--- src/rtl/bru_pkg.sv ---
package bru_pkg;
  localparam logic [7:0] OP_JMP_SET  = 8'he0;
  localparam logic [7:0] OP_JMP_CLR  = 8'he2;
  localparam logic [7:0] OP_CALL_SET = 8'he4;
  localparam logic [7:0] OP_CALL_CLR = 8'he6;
  localparam logic [7:0] OP_RET      = 8'he8;

  localparam int OPC_LO  = 24;
  localparam int TGT_LO  = 9;
  localparam int FLAG_LO = 6;
  localparam int SRC_LO  = 3;
  localparam int DST_LO  = 0;
  localparam int FLAG_W  = 3;

  typedef enum logic [1:0] {
    BK_NONE = 2'd0,
    BK_JUMP = 2'd1,
    BK_CALL = 2'd2,
    BK_RET  = 2'd3
  } bru_kind_e;
endpackage

--- src/rtl/bru_decode.sv ---
module bru_decode
  import bru_pkg::*;
#(
  parameter int NCREG = 8,
  parameter int CW    = 16,
  parameter int TGT_W = 15
) (
  input  logic [31:0]                instr,
  input  logic [NCREG*CW-1:0]        cond_regs,
  output bru_kind_e                  kind,
  output logic                       taken,
  output logic [TGT_W-1:0]           tgt_bundle,
  output logic [$clog2(NCREG)-1:0]   dst_idx
);
  localparam int CRI_W = $clog2(NCREG);

  logic [7:0]        opc;
  logic [CRI_W-1:0]  src_idx;
  logic [FLAG_W-1:0] flag_idx;
  logic [CW-1:0]     src_reg;
  logic              flag_bit;
  logic              want_set;

  assign opc        = instr[OPC_LO +: 8];
  assign src_idx    = instr[SRC_LO +: CRI_W];
  assign flag_idx   = instr[FLAG_LO +: FLAG_W];
  assign tgt_bundle = instr[TGT_LO +: TGT_W];
  assign dst_idx    = instr[DST_LO +: CRI_W];
  assign src_reg    = cond_regs[src_idx*CW +: CW];
  assign flag_bit   = src_reg[flag_idx];

  always_comb begin
    kind     = BK_NONE;
    want_set = 1'b1;
    case (opc)
      OP_JMP_SET:  begin kind = BK_JUMP; want_set = 1'b1; end
      OP_JMP_CLR:  begin kind = BK_JUMP; want_set = 1'b0; end
      OP_CALL_SET: begin kind = BK_CALL; want_set = 1'b1; end
      OP_CALL_CLR: begin kind = BK_CALL; want_set = 1'b0; end
      OP_RET:      begin kind = BK_RET;  want_set = 1'b1; end
      default:     begin kind = BK_NONE; want_set = 1'b1; end
    endcase
  end

  always_comb begin
    case (kind)
      BK_JUMP, BK_CALL: taken = (flag_bit == want_set);
      BK_RET:           taken = 1'b1;
      default:          taken = 1'b0;
    endcase
  end
endmodule

--- src/rtl/bru_ret_stack.sv ---
module bru_ret_stack #(
  parameter int DEPTH  = 4,
  parameter int WORD_W = 17
) (
  input  logic                     clk,
  input  logic                     rst_n,
  input  logic                     push,
  input  logic                     pop,
  input  logic [WORD_W-1:0]        push_word,
  input  logic [$clog2(DEPTH)-1:0] rd_idx,
  output logic [WORD_W-1:0]        rd_word,
  output logic [WORD_W-1:0]        top_word
);
  localparam int PTR_W = $clog2(DEPTH);

  logic [WORD_W-1:0] slot_q [DEPTH];
  logic [WORD_W-1:0] slot_d [DEPTH];
  logic [PTR_W-1:0]  ptr_q, ptr_d;
  logic [PTR_W-1:0]  top_ptr;

  assign top_ptr  = ptr_q - PTR_W'(1);
  assign top_word = slot_q[top_ptr];
  assign rd_word  = slot_q[rd_idx];

  always_comb begin
    ptr_d = ptr_q;
    for (int i = 0; i < DEPTH; i++) slot_d[i] = slot_q[i];
    if (push) begin
      slot_d[ptr_q] = push_word;
      ptr_d         = ptr_q + PTR_W'(1);
    end else if (pop) begin
      ptr_d = top_ptr;
    end
  end

  always_ff @(posedge clk or negedge rst_n) begin
    if (!rst_n) begin
      ptr_q <= '0;
      for (int i = 0; i < DEPTH; i++) slot_q[i] <= '0;
    end else if (push || pop) begin
      ptr_q <= ptr_d;
      for (int i = 0; i < DEPTH; i++) slot_q[i] <= slot_d[i];
    end
  end

  AST_PUSH_LANDS: assert property (@(posedge clk) disable iff (!rst_n)
    push |=> slot_q[$past(ptr_q)] == $past(push_word));
  AST_POP_STEPS_BACK: assert property (@(posedge clk) disable iff (!rst_n)
    (pop && !push) |=> ptr_q == $past(ptr_q) - PTR_W'(1));
  AST_IDLE_HOLDS: assert property (@(posedge clk) disable iff (!rst_n)
    (!push && !pop) |=> $stable(ptr_q));
endmodule

--- src/rtl/pred_branch_unit.sv ---
module pred_branch_unit
  import bru_pkg::*;
#(
  parameter int ADDR_W  = 19,
  parameter int NCREG   = 8,
  parameter int CW      = 16,
  parameter int OWN_BIT = 13,
  parameter int DEPTH   = 4
) (
  input  logic                     clk,
  input  logic                     rst_n,
  input  logic                     issue_valid,
  input  logic [31:0]              issue_word,
  input  logic [NCREG*CW-1:0]      cond_regs,
  input  logic [ADDR_W-3:0]        next_word,
  input  logic [$clog2(DEPTH)-1:0] slot_idx,
  output logic [ADDR_W-3:0]        slot_word,
  output logic                     redirect_valid,
  output logic [ADDR_W-1:0]        redirect_addr,
  output logic                     creg_we,
  output logic [$clog2(NCREG)-1:0] creg_idx,
  output logic [CW-1:0]            creg_wdata
);
  localparam int WORD_W = ADDR_W - 2;
  localparam int TGT_W  = ADDR_W - 4;
  localparam int CRI_W  = $clog2(NCREG);
  localparam logic [CW-1:0]     OWN_MASK   = CW'(1) << OWN_BIT;
  localparam logic [ADDR_W-1:0] BUNDLE_LOW = ADDR_W'(15);

  bru_kind_e         kind;
  logic              taken;
  logic [TGT_W-1:0]  tgt_bundle;
  logic [CRI_W-1:0]  dst_idx;
  logic              op_live;
  logic              push, pop;
  logic [WORD_W-1:0] top_word;
  logic [ADDR_W-1:0] new_tgt;

  logic              pend_q, pend_d;
  logic [ADDR_W-1:0] tgt_q, tgt_d;
  logic              redir_v_q, redir_v_d;
  logic [ADDR_W-1:0] redir_a_q, redir_a_d;

  bru_decode #(.NCREG(NCREG), .CW(CW), .TGT_W(TGT_W)) u_decode (
    .instr      (issue_word),
    .cond_regs  (cond_regs),
    .kind       (kind),
    .taken      (taken),
    .tgt_bundle (tgt_bundle),
    .dst_idx    (dst_idx)
  );

  assign op_live = issue_valid && !pend_q;
  assign push    = op_live && (kind == BK_CALL) && taken;
  assign pop     = op_live && (kind == BK_RET);

  bru_ret_stack #(.DEPTH(DEPTH), .WORD_W(WORD_W)) u_stack (
    .clk       (clk),
    .rst_n     (rst_n),
    .push      (push),
    .pop       (pop),
    .push_word (next_word),
    .rd_idx    (slot_idx),
    .rd_word   (slot_word),
    .top_word  (top_word)
  );

  always_comb begin
    if (kind == BK_RET) new_tgt = {top_word, 2'b00} & ~BUNDLE_LOW;
    else                new_tgt = {tgt_bundle, 4'b0000};
  end

  always_comb begin
    pend_d    = pend_q;
    tgt_d     = tgt_q;
    redir_v_d = 1'b0;
    redir_a_d = redir_a_q;
    if (pend_q && issue_valid) begin
      pend_d    = 1'b0;
      redir_v_d = 1'b1;
      redir_a_d = tgt_q;
    end else if (op_live && taken) begin
      pend_d = 1'b1;
      tgt_d  = new_tgt;
    end
  end

  always_ff @(posedge clk or negedge rst_n) begin
    if (!rst_n) begin
      pend_q    <= 1'b0;
      tgt_q     <= '0;
      redir_v_q <= 1'b0;
      redir_a_q <= '0;
    end else begin
      pend_q    <= pend_d;
      redir_v_q <= redir_v_d;
      if (op_live && taken) tgt_q     <= tgt_d;
      if (redir_v_d)        redir_a_q <= redir_a_d;
    end
  end

  assign redirect_valid = redir_v_q;
  assign redirect_addr  = redir_a_q;
  assign creg_we        = op_live && (kind != BK_NONE);
  assign creg_idx       = dst_idx;
  assign creg_wdata     = cond_regs[dst_idx*CW +: CW] | OWN_MASK;

  AST_REDIR_NEEDS_ISSUE: assert property (@(posedge clk) disable iff (!rst_n)
    redirect_valid |-> $past(issue_valid));
  AST_REDIR_ONE_CYCLE: assert property (@(posedge clk) disable iff (!rst_n)
    redirect_valid |=> !redirect_valid);
  AST_SLOT_SUPPRESSED: assert property (@(posedge clk) disable iff (!rst_n)
    (pend_q && issue_valid) |-> (!creg_we && !push && !pop));
  AST_CREG_OTHERS_KEPT: assert property (@(posedge clk) disable iff (!rst_n)
    creg_we |-> (((creg_wdata ^ cond_regs[creg_idx*CW +: CW]) & ~OWN_MASK) == '0)
                && creg_wdata[OWN_BIT]);
  AST_REDIR_ALIGNED: assert property (@(posedge clk) disable iff (!rst_n)
    redirect_valid |-> (redirect_addr & BUNDLE_LOW) == '0);
endmodule

--- config.mk ---
export PLATFORM = sky130hd
export DESIGN_NAME = pred_branch_unit
export DESIGN_NICKNAME = d
export VERILOG_FILES = /design/src/rtl/bru_pkg.sv /design/src/rtl/bru_decode.sv /design/src/rtl/bru_ret_stack.sv /design/src/rtl/pred_branch_unit.sv
export SDC_FILE = /design/constraint.sdc
export NUM_CORES = 1
export LEC_CHECK = 0
export ABC_AREA = 0
export BUFFER_PORTS_ARGS = -buffer_cell sky130_fd_sc_hd__buf_2
export CAP_MARGIN = 20
export CORE_MARGIN = 4
export CORE_UTILIZATION = 40
export CTS_BUF_LIST = sky130_fd_sc_hd__clkbuf_2
export DETAILED_ROUTE_END_ITERATION = 10
export PLACE_DENSITY = 0.73
export SYNTH_ARGS = -nofsm -noshare
export SYNTH_HDL_FRONTEND = slang
export SYNTH_SLANG_ARGS = --single-unit
--- constraint.sdc ---
create_clock -name clk -period 6.9 [get_ports clk]
set_clock_uncertainty 0.15 [all_clocks]
set_input_delay 0.345 -clock clk [delete_from_list [all_inputs] [get_ports clk]]
set_output_delay 0.345 -clock clk [all_outputs]
set_load 0.1 [all_outputs]
==> metrics.md <==
| Metric | Value |
|---|---|
| Status | finished, final reports clean |
| FF-to-FF Start | u_stack.ptr_q[0] |
| Initial antenna violation count | 1 |
| CTS Buf Count | 9 |
| First-pass DRT Iterations | 5 |
| Place WS | around 3.2 ns |
| EDFF count, synth | 0 |
| H-tree depth | 3 |
| Post-Syn Area | 6980 sq um |
| Post-Synthesis Cells | a little under 500 |
| Pins over their slew limit | 0 |
| Worst Setup End Kind | flop |
| Initial Utilization | 40.6% |
| Die height | roughly 140 microns |
| Max-Cap Viols | 0 |
| # setup viols final | 0 |
| Worst path max stage delay | slightly below 0.9 ns |
| Port bufs | between 200 and 250 |
| First-pass GRT wire length | 30.7 mm |
| Post-synth ARST share | 100% |
| Fmax | about 0.32 GHz |
| CTS tree | yes |
| Via density | about 5.6 |
| DP HPWL | about 15 mm |
| Smallest hold slack | approximately 0.13 ns |
| Final worst setup slack | roughly 3.8 ns |
| Clock Sink Count | about 100 |
| YS warnings | 0 |
| Via count | roughly 5300 |
| Top-area cell type share of the netlist area | between 30% and 40% |
| HP Class | in -> async |
| Top_reg_cell synth | dfrtp_1 |
| Leakage power | 4.10 nW |
| Die Area | slightly below 20000 sq um |
| Worst setup path class | reg -> reg |
| R2R depth | 6 |
| Tot Pwr | around 0.0012 W |
| Largest net degree at the start of global routing | between 50 and 60 |
| Post-synthesis cell type count | 49 |
| Largest delay share family, worst path | adder cells |
| Share of cells above drive strength 1 | just under 60% |
| Clock buffer depth | 2 |
| Die Wd | about 140 microns |
| Row cnt | 48 |
| Avg Cell Area, Syn | 14.1 sq um |
| Reg2reg end | tgt_q[14] |
| Num ports | between 200 and 250 |
| Ranking of synthesized cells by area | dfrtp_1 37%, mux4_2 20%, mux2_2 9.5% |
| Initial DRC count | between 200 and 250 |
| Post-CTS sizing | 0 |
| Nets | approximately 920 |
| Core Area | ~17000 sq um |
| WP data arrival | between 3 and 4 ns |
| Setup_tns | 0 ns |
| Ant diodes | 0 |
| CP Max Fanout | 21 |
| Register area share after synthesis | ~37% |
| Worst-Margin Slew | between 0.9 and 1 ns |
| Final wirelength | ~20 mm |
| Worst R2R Setup Slack | 3.80 ns |
| Pwr/cell area | approximately 140 nW/um^2 |
| #FFs+latches synth | between 100 and 150 |
| Worst-Skew Late Latency | ~0.58 ns |
| CP startpoint kind | flop |
| GPL Wtd Cong | about 0.85 |
| Synth area leader | dfrtp_1 |
| Worst vdd ir | 0.000114 V |
| Total gr overflow | 0 |
| CP startpoint | u_stack.ptr_q[0] |
| Total Routing Usage GR | about a fifth |
| Worst-path clk slew | approximately 0.27 ns |
| DR DRC count | 0 |
| Layout Area Growth over Synthesis | 23.3% |
| Worst slew margin | about a third |
| Vias in the first global route | between 5000 and 6000 |
| WL/cell | roughly 20 microns |
| Unrepaired setup endpoints after global routing | false |
| Buf/Inv on CP | 2 |
| Slowest CP cell | ha_1 |
| Post-route ant nets | 0 |
| Fin. Hold Viols | 0 |
| CP Data Required Time | between 7 and 8 ns |
| Final min period | roughly 3.1 ns |
| CP Cell Sequence | buf_4 -> inv_1 -> ha_1 -> mux4_2 -> or3_1 -> o221a_2 |
| CTS Root Cell | clkbuf_2 |
| Fin crit share | ~45% |
-- cell type report --
| type | count | area (sq um) |
|---|---|---|
| Timing Repair Buffer | 262 | 1500 |
| Inverter | 8 | 30.0 |
| Clock buffer | 9 | 45.0 |
| Multi-Input combinational cell | 344 | 4100 |
| Fill cell | 1512 | 8580 |
| Tap cell | 225 | 282 |
| Clock inverter | 7 | 88.8 |
| Sequential cell | 102 | 2550 |
-- state kept, by name, indices dropped and copies added, names as in the netlist --
name,flops
pend_q,1
redirect_addr,15
redirect_valid,1
tgt_q,15
u_stack.ptr_q,2
u_stack.slot_q,68
-- cells in the final DEF (no fill, tap or decap), types with 7 or more instances in the layout --
cell             n
mux4_2          62
mux2i_1         30
dfrtp_1        102
nor2_1          10
nand2_1         22
o221a_1          7
o221a_2          8
mux2_2          59
dlygate4sd3_1   34
mux2_4          41
ha_1             7
clkbuf_2         9
inv_1            8
buf_2          224
or3_1           31
-- logic make-up after synthesis --
logic type	count (synthesis)	synth area share, %
AOI/OAI and AO/OA	42	6.47
xor gates and xnor gates	1	0.126
adders and majority gates	7	1.26
buffers and inverters	53	4.84
DFF	102	36.6
muxes	193	43.0
other	2	0.108
and+or+nand+nor	96	7.62
-- what timing repair did --
action                                 4_1_cts  5_1_grt
endpoints found under the hold margin      135        0
hold buffers                                34        0
setup buffers                                0        0
-- layer usage --
metal | vias up | global-route usage (%) | routed length, microns
met1 | 2681 | 24.2 | 7920
met2 | 231 | 34.5 | 9940
met5 | - | 0 | 0
met4 | 0 | 5.66 | 513
met3 | 37 | 4.78 | 1340
li1 | 2388 | - | -
-- Yosys cell counts, types with 2 or more instances --
| cell | number |
|---|---|
| nand2b_1 | 4 |
| inv_1 | 8 |
| a31oi_1 | 2 |
| and2b_1 | 3 |
| conb_1 | 2 |
| or3_1 | 31 |
| and2_1 | 2 |
| clkbuf_1 | 18 |
| mux2_2 | 59 |
| o221a_1 | 7 |
| buf_12 | 4 |
| or2_2 | 2 |
| buf_6 | 4 |
| buf_1 | 6 |
| mux2_4 | 41 |
| nor2_1 | 10 |
| mux4_2 | 62 |
| a22oi_1 | 5 |
| a21oi_1 | 5 |
| o221a_2 | 8 |
| nand4_1 | 6 |
| a211oi_1 | 2 |
| dfrtp_1 | 102 |
| buf_4 | 11 |
| buf_2 | 2 |
| nand2_1 | 22 |
| nor2b_1 | 4 |
| ha_1 | 7 |
| nand3_1 | 5 |
| mux2i_1 | 30 |
| a41oi_4 | 4 |
-- stage by stage --
stage / cell area (sq um) / util [%] / cells
final: 8600 / 50.1 / 957
after global routing: 8600 / 50.1 / 957
after CTS: 8580 / 49.9 / 956
after detailed placement: 8110 / 47.2 / 906
after global placement: 8110 / 47.2 / 906
after floorplan: 6990 / - / 499
-- report_power, final --
| group | internal [W] | total (W) | switching (W) |
|---|---|---|---|
| clock network | 0.000117 | 0.000314 | 0.000197 |
| registers | 0.000600 | 0.000601 | 0.000000690 |
| logic | 0.000117 | 0.000317 | 0.000200 |
-- worst max path at each step --
stage                     slack [ns]  cells after the start                  to
after CTS                       3.79                      6           tgt_q[14]
after global placement          3.25                      8  u_stack.slot_q[61]
final                           3.80                      6           tgt_q[14]
after floorplan                 3.46                     12  u_stack.slot_q[10]
after global routing            3.66                      6           tgt_q[14]
after detailed placement        3.19                     12  u_stack.slot_q[59]
(Power assumes the default switching activity.)
